===== config.mk =====
export PLATFORM = sky130hd
export DESIGN_NAME = mcon_endpoint
export DESIGN_NICKNAME = d
export VERILOG_FILES = /design/src/rtl/mcon_pkg.sv /design/src/rtl/mcon_db_decode.sv /design/src/rtl/mcon_rx_ring.sv /design/src/rtl/mcon_tx_engine.sv /design/src/rtl/mcon_endpoint.sv
export SDC_FILE = /design/constraint.sdc
export NUM_CORES = 2
export LEC_CHECK = 0
export ABC_AREA = 1
export BUFFER_PORTS_ARGS = -buffer_cell sky130_fd_sc_hd__buf_2
export CAP_MARGIN = 20
export CELL_PAD_IN_SITES_DETAIL_PLACEMENT = 0
export CELL_PAD_IN_SITES_GLOBAL_PLACEMENT = 1
export CORE_MARGIN = 3
export CORE_UTILIZATION = 35
export DETAILED_ROUTE_END_ITERATION = 12
export GPL_TIMING_DRIVEN = 0
export PLACE_DENSITY = 0.67
export SETUP_SLACK_MARGIN = 0.15
export SYNTH_ARGS = -nofsm -noshare
export SYNTH_HDL_FRONTEND = slang
export SYNTH_SLANG_ARGS = --single-unit

===== constraint.sdc =====
create_clock -name clk -period 5.7 [get_ports clk]
set_input_delay 1.14 -clock clk [delete_from_list [all_inputs] [get_ports clk]]
set_output_delay 1.14 -clock clk [all_outputs]
set_load 0.05 [all_outputs]

===== src/rtl/mcon_pkg.sv =====
package mcon_pkg;

   typedef enum logic [2:0] {
      MSG_NONE,
      MSG_ALIVE,
      MSG_CONNECT,
      MSG_DATA,
      MSG_OTHER
   } msg_e;

   localparam logic [7:0] CODE_ALIVE   = 8'h01;
   localparam logic [7:0] CODE_CONNECT = 8'h02;
   localparam logic [7:0] CODE_DISC    = 8'h03;
   localparam logic [7:0] CODE_DATA    = 8'h05;

   localparam logic [7:0] CH_NL = 8'h0A;
   localparam logic [7:0] CH_CR = 8'h0D;

endpackage


===== src/rtl/mcon_db_decode.sv =====
module mcon_db_decode
   import mcon_pkg::*;
#(
   parameter int DATA_W = 32
) (
   input  logic              clk,
   input  logic              rst_n,
   input  logic              host_db_wr,
   input  logic [DATA_W-1:0] host_db_code,
   output msg_e              msg,
   output logic              ack
);

   logic              pend_v;
   logic [DATA_W-1:0] pend_code;

   always_ff @(posedge clk or negedge rst_n) begin
      if (!rst_n) begin
         pend_v    <= 1'b0;
         pend_code <= '0;
         ack       <= 1'b0;
      end else begin
         ack <= pend_v;
         if (pend_v) begin
            pend_v <= 1'b0;
         end else if (host_db_wr) begin
            pend_v    <= 1'b1;
            pend_code <= host_db_code;
         end
      end
   end

   always_comb begin
      if (!pend_v)                                    msg = MSG_NONE;
      else if (pend_code == DATA_W'(CODE_ALIVE))      msg = MSG_ALIVE;
      else if (pend_code == DATA_W'(CODE_CONNECT))    msg = MSG_CONNECT;
      else if (pend_code == DATA_W'(CODE_DATA))       msg = MSG_DATA;
      else                                            msg = MSG_OTHER;
   end


   ack_follow_chk: assert property (@(posedge clk) disable iff (!rst_n)
      pend_v |=> (ack && !pend_v));

endmodule


===== src/rtl/mcon_rx_ring.sv =====
module mcon_rx_ring #(
   parameter int DEPTH    = 256,
   parameter int HEADROOM = 4,
   parameter int CHAR_W   = 8
) (
   input  logic              clk,
   input  logic              rst_n,
   input  logic              clr,
   input  logic              wr,
   input  logic [CHAR_W-1:0] wdata,
   input  logic              pop,
   output logic              avail,
   output logic [CHAR_W-1:0] rdata,
   output logic              mbox_clr
);

   localparam int PTR_W = $clog2(DEPTH);
   localparam int CNT_W = PTR_W + 1;
   localparam logic [CNT_W-1:0] LIMIT = CNT_W'(DEPTH - HEADROOM);

   initial begin
      depth_pow2_chk: assert (DEPTH >= 8 && (DEPTH & (DEPTH - 1)) == 0)
         else $error("ring depth must be a power of two of at least 8");
      headroom_chk: assert (HEADROOM >= 1 && HEADROOM < DEPTH / 2)
         else $error("headroom out of range");
   end

   logic [CHAR_W-1:0] mem [DEPTH];
   logic [PTR_W-1:0]  wptr_q, rptr_q;
   logic [CNT_W-1:0]  cnt_q, cnt_n;
   logic              held_q;
   logic              pop_ok;

   assign avail  = (cnt_q != '0);
   assign rdata  = mem[rptr_q];
   assign pop_ok = pop && avail;
   assign cnt_n  = cnt_q + CNT_W'(wr) - CNT_W'(pop_ok);

   always_comb begin
      mbox_clr = 1'b0;
      if (!clr) begin
         if (wr)
            mbox_clr = !(cnt_n > LIMIT);
         else if (pop_ok && held_q && cnt_n < LIMIT)
            mbox_clr = 1'b1;
      end
   end

   always_ff @(posedge clk) begin
      if (wr && !clr)
         mem[wptr_q] <= wdata;
   end

   always_ff @(posedge clk or negedge rst_n) begin
      if (!rst_n) begin
         wptr_q <= '0;
         rptr_q <= '0;
         cnt_q  <= '0;
         held_q <= 1'b0;
      end else if (clr) begin
         wptr_q <= '0;
         rptr_q <= '0;
         cnt_q  <= '0;
         held_q <= 1'b0;
      end else begin
         if (wr)     wptr_q <= wptr_q + 1'b1;
         if (pop_ok) rptr_q <= rptr_q + 1'b1;
         cnt_q <= cnt_n;
         if (wr && cnt_n > LIMIT)
            held_q <= 1'b1;
         else if (!wr && pop_ok && held_q && cnt_n < LIMIT)
            held_q <= 1'b0;
      end
   end


   no_overflow_chk: assert property (@(posedge clk) disable iff (!rst_n)
      cnt_q <= CNT_W'(DEPTH));


   held_level_chk: assert property (@(posedge clk) disable iff (!rst_n)
      held_q |-> (cnt_q >= LIMIT));


   pop_empty_chk: assert property (@(posedge clk) disable iff (!rst_n)
      (pop && !avail && !wr && !clr) |=> ($stable(rptr_q) && !avail));

endmodule


===== src/rtl/mcon_tx_engine.sv =====
module mcon_tx_engine
   import mcon_pkg::*;
#(
   parameter int CHAR_W    = 8,
   parameter bit NL_EXPAND = 1'b1
) (
   input  logic              clk,
   input  logic              rst_n,
   input  logic              tx_valid,
   input  logic [CHAR_W-1:0] tx_char,
   output logic              tx_ready,
   input  logic              mbox_free,
   input  logic              sent,
   output logic              send_req,
   output logic [CHAR_W-1:0] send_char
);

   initial begin
      char_w_chk: assert (CHAR_W >= 8)
         else $error("character width below 8 cannot carry line codes");
   end

   logic              hold_v;
   logic [CHAR_W-1:0] hold_q;
   logic              follow;

   generate
      if (NL_EXPAND) begin : g_nl_expand
         assign follow = (hold_q == CHAR_W'(CH_NL));
      end else begin : g_nl_plain
         assign follow = 1'b0;
      end
   endgenerate

   always_ff @(posedge clk or negedge rst_n) begin
      if (!rst_n) begin
         hold_v <= 1'b0;
         hold_q <= '0;
      end else if (sent) begin
         if (follow) hold_q <= CHAR_W'(CH_CR);
         else        hold_v <= 1'b0;
      end else if (tx_valid && !hold_v) begin
         hold_v <= 1'b1;
         hold_q <= tx_char;
      end
   end

   assign tx_ready  = !hold_v;
   assign send_req  = hold_v && mbox_free;
   assign send_char = hold_q;


   cr_follow_chk: assert property (@(posedge clk) disable iff (!rst_n)
      (sent && follow) |=> (!tx_ready && send_char == CHAR_W'(CH_CR)));

endmodule


===== src/rtl/mcon_endpoint.sv =====
module mcon_endpoint
   import mcon_pkg::*;
#(
   parameter int DATA_W    = 32,
   parameter int CHAR_W    = 8,
   parameter int DEPTH     = 256,
   parameter int HEADROOM  = 4,
   parameter bit NL_EXPAND = 1'b1
) (
   input  logic              clk,
   input  logic              rst_n,
   input  logic              tx_valid,
   input  logic [CHAR_W-1:0] tx_char,
   output logic              tx_ready,
   output logic              rd_avail,
   output logic [CHAR_W-1:0] rd_data,
   input  logic              rd_pop,
   input  logic              disc_req,
   output logic              connected,
   input  logic              host_rx_wr,
   input  logic [DATA_W-1:0] host_rx_data,
   output logic [DATA_W-1:0] rx_mbox,
   output logic [DATA_W-1:0] tx_mbox,
   input  logic              host_tx_clr,
   input  logic              host_db_wr,
   input  logic [DATA_W-1:0] host_db_code,
   output logic              in_db_ack,
   output logic              out_db_valid,
   output logic [DATA_W-1:0] out_db_code
);

   localparam int PAD_W = DATA_W - 1 - CHAR_W;

   initial begin
      data_w_chk: assert (DATA_W >= CHAR_W + 2)
         else $error("mailbox too narrow for flag and character");
   end

   msg_e              msg;
   logic              alive_go, disc_go, tx_go, conn_go, store;
   logic              disc_pend, conn_q;
   logic              send_req, mbox_clr;
   logic [CHAR_W-1:0] send_char;
   logic [DATA_W-1:0] rx_mbox_q, tx_mbox_q;

   mcon_db_decode #(.DATA_W(DATA_W)) u_decode (
      .clk          (clk),
      .rst_n        (rst_n),
      .host_db_wr   (host_db_wr),
      .host_db_code (host_db_code),
      .msg          (msg),
      .ack          (in_db_ack)
   );

   assign alive_go = (msg == MSG_ALIVE);
   assign conn_go  = (msg == MSG_CONNECT);
   assign store    = (msg == MSG_DATA) && conn_q;
   assign disc_go  = disc_pend && !alive_go;
   assign tx_go    = send_req && !alive_go && !disc_pend;

   mcon_rx_ring #(.DEPTH(DEPTH), .HEADROOM(HEADROOM), .CHAR_W(CHAR_W)) u_ring (
      .clk      (clk),
      .rst_n    (rst_n),
      .clr      (conn_go),
      .wr       (store),
      .wdata    (rx_mbox_q[CHAR_W-1:0]),
      .pop      (rd_pop),
      .avail    (rd_avail),
      .rdata    (rd_data),
      .mbox_clr (mbox_clr)
   );

   mcon_tx_engine #(.CHAR_W(CHAR_W), .NL_EXPAND(NL_EXPAND)) u_tx (
      .clk       (clk),
      .rst_n     (rst_n),
      .tx_valid  (tx_valid),
      .tx_char   (tx_char),
      .tx_ready  (tx_ready),
      .mbox_free (tx_mbox_q == '0),
      .sent      (tx_go),
      .send_req  (send_req),
      .send_char (send_char)
   );

   always_ff @(posedge clk or negedge rst_n) begin
      if (!rst_n) begin
         disc_pend    <= 1'b0;
         conn_q       <= 1'b0;
         rx_mbox_q    <= '0;
         tx_mbox_q    <= '0;
         out_db_valid <= 1'b0;
         out_db_code  <= '0;
      end else begin
         if (disc_req)     disc_pend <= 1'b1;
         else if (disc_go) disc_pend <= 1'b0;

         if (conn_go)      conn_q <= 1'b1;
         else if (disc_go) conn_q <= 1'b0;

         if (host_rx_wr)                rx_mbox_q <= host_rx_data;
         else if (conn_go || mbox_clr)  rx_mbox_q <= '0;

         if (tx_go)            tx_mbox_q <= {1'b1, {PAD_W{1'b0}}, send_char};
         else if (host_tx_clr) tx_mbox_q <= '0;

         out_db_valid <= alive_go || disc_go || tx_go;
         if (alive_go)     out_db_code <= DATA_W'(CODE_ALIVE);
         else if (disc_go) out_db_code <= DATA_W'(CODE_DISC);
         else if (tx_go)   out_db_code <= DATA_W'(CODE_DATA);
         else              out_db_code <= '0;
      end
   end

   assign connected = conn_q;
   assign rx_mbox   = rx_mbox_q;
   assign tx_mbox   = tx_mbox_q;


   db_single_chk: assert property (@(posedge clk) disable iff (!rst_n)
      $onehot0({alive_go, disc_go, tx_go}));


   tx_hold_chk: assert property (@(posedge clk) disable iff (!rst_n)
      (tx_mbox_q != '0 && !host_tx_clr) |=> $stable(tx_mbox_q));


   alive_reply_chk: assert property (@(posedge clk) disable iff (!rst_n)
      alive_go |=> (out_db_valid && out_db_code == DATA_W'(CODE_ALIVE)));


   conn_clear_chk: assert property (@(posedge clk) disable iff (!rst_n)
      (conn_go && !host_rx_wr) |=> (connected && !rd_avail && rx_mbox_q == '0));


   disc_drop_chk: assert property (@(posedge clk) disable iff (!rst_n)
      (disc_go && !conn_go) |=> (!connected && out_db_code == DATA_W'(CODE_DISC)));

endmodule


# Yosys cells after proc, flatten, opt, wreduce, memory -nomap -nowiden
# Memory sizes are Yosys's and may differ from the RTL's.
# Cells that the tools add are included.
[classes]
n_reduce_logical = 36
mux = 35
n_div = 0
n_bitwise = 1
n_lt_le_gt_ge = 2
n_mul = 0
add_sub_neg = 4
shift = 0
n_eq_ne = 9
[ops]
columns = ["cell", "count"]
rows = [
  ["2-to-1 mux 32 bit", 4],
  ["2-to-1 mux 8 bit", 7],
  ["== test 32 x 1 -> 1 bit, second input constant", 1],
  ["== test 32 x 2 -> 1 bit, second input constant", 1],
  ["== test 32 x 3 -> 1 bit, second input constant", 1],
  ["zero test 32 bit", 1],
  ["2-to-1 mux 3 bit", 7],
  ["adder 8 x 1 -> 8 bit, second input constant", 2],
  ["2-to-1 mux 1 bit", 16],
  ["logical AND 1 bit", 14],
  ["nonzero test 2 bit", 7],
  ["adder 9 x 1 -> 9 bit", 1],
  ["greater-than comparator 9 x 8 -> 1 bit, second input constant", 1],
  ["less-than comparator 9 x 8 -> 1 bit, second input constant", 1],
  ["2-to-1 mux 9 bit", 1],
  ["nonzero test 9 bit", 1],
  ["subtractor 9 x 1 -> 9 bit", 1],
  ["== test 8 x 4 -> 1 bit, second input constant", 1],
  ["== test 3 x 2 -> 1 bit, second input constant", 2],
  ["zero test 1 bit", 6],
  ["AND reduction 2 bit", 3],
  ["== test 3 x 1 -> 1 bit, second input constant", 1],
  ["logical OR 1 bit", 3],
  ["nonzero test 3 bit", 1],
  ["3 further kinds", 3],
]
[totals]
wordCells = 103
mem_count = 1
ram_bits = 2048
in_bits = 80
latchBits = 0
register_bits = 168
out_inout_bits = 109
mem_bits_ro = 0
[memory_table]
columns = ["memory", "depth", "width", "rd", "rd_ports_with_merged_regs", "write_ports", "line", "rtl"]
rows = [
  ["u_ring.mem", 256, 8, 1, 0, 1, "mcon_rx_ring.sv:28", "logic [CHAR_W-1:0] mem [DEPTH];"],
]

# Logic depth before layout (Yosys ltp)
[logic_depth]
word_depth = 17
ltp_mapped = 24
mapped_depth_nobuf = 23

# By module
# Synthesis repeated with hierarchy kept, for this count alone.
[unflattened]
cells_unflattened = 8631
area_unflattened_um2 = 91813.1
[modules_own_cells]
columns = ["mod", "area_each_um2", "cells_per_inst", "seq_area_each_um2", "instances"]
rows = [
  ["mcon_rx_ring", 87536.5, 8126, 62149.6, 1],
  ["mcon_endpoint", 2347.3, 262, 1176.1, 1],
  ["mcon_db_decode", 1460.2, 182, 850.8, 1],
  ["mcon_tx_engine", 469.2, 61, 225.2, 1],
]

# Worst setup path before layout
# OpenSTA, ideal clock, no wires.
[synth_path]
kind = "reg2out"
from = "reg rx_mbox_q[0], in the netlist rx_mbox[0]"
to = "out rx_mbox[0]"
path_stages_with_launch = 1
arrival_time_ns = 3.481
required_ns = 4.560
slack_ns = 1.079
cell_sequence = "dfrtp_1"
[synth_lines]
columns = ["element", "line", "rtl"]
rows = [
  ["from (decl)", "mcon_endpoint.sv:44", "logic [DATA_W-1:0] rx_mbox_q, tx_mbox_q;"],
  ["from (signal assigned)", "mcon_endpoint.sv:100", "if (host_rx_wr) rx_mbox_q <= host_rx_data;"],
  ["to (decl)", "mcon_endpoint.sv:22", "output logic [DATA_W-1:0] rx_mbox,"],
]
# No word-level cell between the ends.

# Worst setup path after layout
[layout_path]
from = "reg u_ring.rptr_q[2]"
to = "out rd_data[0]"
[layout_between]
elab_chain_cells = 1
[layout_rtl]
columns = ["element", "line", "rtl"]
rows = [
  ["from (decl)", "mcon_rx_ring.sv:29", "logic [PTR_W-1:0] wptr_q, rptr_q;"],
  ["from (signal assigned)", "mcon_rx_ring.sv:67", "if (pop_ok) rptr_q <= rptr_q + 1'b1;"],
  ["memory (256 x 8 bit)", "n/a", ""],
  ["to (decl)", "mcon_endpoint.sv:16", "output logic [CHAR_W-1:0] rd_data,"],
]
# No other way between the ends.

==> metrics.md <==
| Metric | Value |
|---|---|
| PD cells | `317 nW/um^2` |
| Core area | `252,000 sq um` |
| Die area | `260,000 sq um` |
| Crit-path cells | `buf_2 -> clkbuf_1 -> o211ai_1 -> nand3_1 -> nand2_1 -> nand3_1 -> nand3_1 -> nand3_1 -> nand2_4 -> buf_8` |
| Crit start category | `flip-flop` |
| Final GP Congestion | `1.08` |
| Failing checks | `setup timing` |
| Hold slack final | `0.0910 ns` |
| CTS Root Buffer Type | `clkbuf_16` |
| Yosys reg bits | `2,164` |
| Largest stage delay, worst path | `0.85 ns` |
| Mapped Cells | `7,568` |
| CP Capture Type | `output pin` |
| Initial DRC count | `13,900` |
| Final setup vio count | `4` |
| Die H | `510 microns` |
| Area occupied by registers | `64,400 sq um` |
| CP max stage cell | `clkbuf_1` |
| Total number of vias | `70,900` |
| Fmax | `174 MHz` |
| Reg2Reg Depth | `21` |
| GRT Max-Usage Layer | `met2` |
| Area Overhead vs Synth | `20.8%` |
| Tot GR Track Use | `0.341` |
| Slew @ Worst Pin | `1.24 ns` |
| Buffer levels on the longest clock path | `3` |
| Post-Syn Area | `88,800 sq um` |
| Crit path max fanout | `10` |
| Fill count | `23,600` |
| DRC | `0` |
| Max VDD drop | `0.331 mV` |
| Required @ worst endpoint | `4.56 ns` |
| RR Startpoint | `u_ring.cnt_q[2]` |
| H-tree depth | `4` |
| PortBufs | `135` |
| Final Slew Violations | `0` |
| TritonCTS clock tree | `yes` |
| Slew HR | `0.170` |
| M1 GR Usage | `0.438` |
| Nets | `8,352` |
| Pin count of the biggest net entering global routing | `79` |
| GRT overflow | `0` |
| Vias per Instance | `6.00` |
| Total of max-cap violations | `0` |
| RSZ-0062 raised after global routing | `yes` |
| Clock Skews | `0.0872 ns` |
| DR WL/cell | `38.4 microns` |
| Hpwl dp | `330,000 microns` |
| Vias in the first global route | `63,600` |
| Mean Syn Cell Area | `11.7 sq um` |
| Critical Path Most Common Cell | `nand3_1` |
| Reg-to-Reg End | `rx_mbox[0]` |
| Critical path class | `flip-flop to output pin` |
| Met3 Usage GRT | `0.123` |
| Share of cells above drive strength 1 | `0.158` |
| Sequential area share after synthesis | `0.726` |
| Ports | `189` |
| Fin. Hold Viols | `0` |
| First-pass GRT wire length | `588,000 microns` |
| Met2 Use GR | `0.473` |
| Clock slew at reported path FFs | `0.06 ns` |
| Multi-input gate area | `22,300 sq um` |
| Drt first pass iters | `7` |
| Ys Warns | `0` |
| Num CTS Buffers | `228` |
| Arrival @ worst endpoint | `4.61 ns` |
| Min Tclk post-route | `5.75 ns` |
| Chip Width | `510 microns` |
| # hold bufs at CTS | `0` |
| Dpl ws | `-0.744 ns` |
| FF-to-FF setup slack | `0.95 ns` |
| Row count | `184` |
| Setup ws final | `-0.0527 ns` |
| Worst skew pair latency | `0.95 ns` |
| Hold WC Path Type | `input pin to async pin` |
| Number of distinct library cells after synthesis | `41` |
| Drt total wl | `454,000 microns` |
| Status | `complete, but fails checks` |
| Leakage | `0.0379 uW` |
| CTS sink cnt | `2,164` |
| Final cycle utilization of the critical path | `1.01` |
| Antenna viol nets, final | `0` |
| Starting density of the core | `0.352` |
| Antenna violations before repair | `63` |
| Total negative slack | `-0.132 ns` |
## worst max-delay path by stage
stage,from,slack (ns),to,cells past startpoint
4_1_cts,u_ring.rptr_q[0],0.13,rd_data[0],15
3_3_place_gp,rx_mbox[0],-3.78,rx_mbox[0],1
3_5_place_dp,u_ring.rptr_q[0],-0.74,rd_data[0],15
6_report,u_ring.rptr_q[2],-0.05,rd_data[0],10
2_1_floorplan,rx_mbox[0],1.08,rx_mbox[0],0
5_1_grt,u_ring.rptr_q[1],0.14,rd_data[6],15
## layout by cell type, fill, tap and decap left out, drive strengths merged, types with 3 or more instances in the layout
master / count
a21oi: 111
a31oi: 4
buf: 668
bufinv: 18
clkbuf: 526
clkdlybuf4s15: 20
clkinv: 135
clkinvlp: 5
conb: 52
dfrtp: 116
diode: 30
edfxtp: 2048
ha: 17
inv: 142
nand2: 830
nand3: 367
nand4: 53
nor2: 1922
nor3: 8
nor4: 3
o211ai: 214
o21ai: 1084
o22ai: 65
or2: 15
xor2: 8
## power breakdown
part	switching [uW]	internal, uW	total, uW	leakage [uW]
logic	946	261	1210	0.0144
registers	184	17700	17900	0.0200
clock network	6660	8180	14800	0.00353
## cell usage after synthesis
cell type | instances | area (sq um)
a21oi_4 | 1 | 16.3
nor2_1 | 1920 | 7210
nor3_2 | 1 | 10.0
o211ai_1 | 214 | 1610
ha_1 | 17 | 213
nand3_2 | 5 | 50.1
mux2i_1 | 1 | 10.0
a31oi_1 | 4 | 25.0
o21ai_1 | 47 | 235
nand3_1 | 362 | 1810
nand3b_1 | 1 | 7.51
o22ai_1 | 65 | 407
a22o_1 | 1 | 8.76
buf_4 | 57 | 428
conb_1 | 1 | 3.75
edfxtp_1 | 2048 | 61500
buf_1 | 63 | 236
o21ai_0 | 1037 | 5190
fa_1 | 1 | 20.0
or2_2 | 15 | 93.8
o21a_1 | 1 | 7.51
dfrtp_1 | 116 | 2900
nor4_1 | 3 | 18.8
nor2_2 | 1 | 6.26
clkbuf_1 | 259 | 972
clkinv_1 | 12 | 45.0
inv_2 | 3 | 11.3
nand2_1 | 830 | 3120
buf_12 | 1 | 20.0
nor3_1 | 7 | 35.0
xor2_1 | 8 | 70.1
buf_6 | 14 | 158
nand4_1 | 43 | 269
nand4_4 | 10 | 213
nor2_4 | 1 | 11.3
inv_1 | 138 | 518
xnor2_1 | 1 | 8.76
o21bai_1 | 1 | 7.51
buf_2 | 147 | 736
nor3b_2 | 1 | 12.5
a21oi_1 | 110 | 551
## worst max-delay path, delay by kind of cell (launching register included)
kind | cells | cell delay (ns)
buffers and inverters | 3 | 1.46
AND/OR/NAND/NOR | 6 | 1.23
flip-flops | 1 | 0.48
AO/OA/AOI/OAI | 1 | 0.46
## state kept, by name, summed over array words and instances, names as in the netlist
| signal | count |
|---|---|
| u_ring.mem | 2048 |
| rx_mbox | 32 |
| u_decode.pend_code | 32 |
| tx_mbox | 9 |
| u_ring.cnt_q | 9 |
| u_ring.rptr_q | 8 |
| u_ring.wptr_q | 8 |
| u_tx.send_char | 8 |
| out_db_code | 3 |
| connected | 1 |
| disc_pend | 1 |
| out_db_valid | 1 |
| u_decode.ack | 1 |
| u_decode.pend_v | 1 |
| u_ring.held_q | 1 |
| u_tx.hold_v | 1 |
## final cells by class
class | count | share of cell area
clock buffers | 269 | 0.0549
inverters | 153 | 0.00540
flip-flops and latches | 2164 | 0.601
clock inverters | 147 | 0.0132
plain buffers | 540 | 0.0352
multi-input cells | 4761 | 0.208
well taps | 3348 | 0.0391
diodes | 30 | 0.000700
repair buffers | 406 | 0.0427
## cell families (layout without fill, tap and decap cells)
group                      Yosys count  count (layout)  synth area share
other                                1              82         0.0000422
AOI/OAI and AO/OA                 1481            1481            0.0907
adders and majority gates           18              18           0.00262
xor gates and xnor gates             9               9          0.000888
DFF                               2164            2164             0.726
buffers and inverters              694            1515            0.0352
muxes                                1               1          0.000113
and+or+nand+nor                   3200            3200             0.145
## layer usage
layer | up-vias | part of all wire
met5 | - | 0.00052
li1 | 28100 | -
met3 | 1394 | 0.15
met4 | 16 | 0.089
met1 | 35000 | 0.35
met2 | 6413 | 0.40
## repair_timing
action	4_1_cts	5_1_grt
pin swaps	54	51
resized for setup	486	169
buffers inserted	7	12
endpoints found under the setup margin	8	8
## stage by stage
stage                     power (uW)  std cells   util  cell area (sq um)
after floorplan                18900       7619      -              89000
after detailed placement       19400      11300  0.387              97600
final                          33900      11800  0.426             107000
after CTS                      33900      11800  0.422             106000
after global placement         19500      11100  0.373              93800
after global routing           34600      11800  0.425             107000
Note: power is estimated with default switching activity, not from simulation.
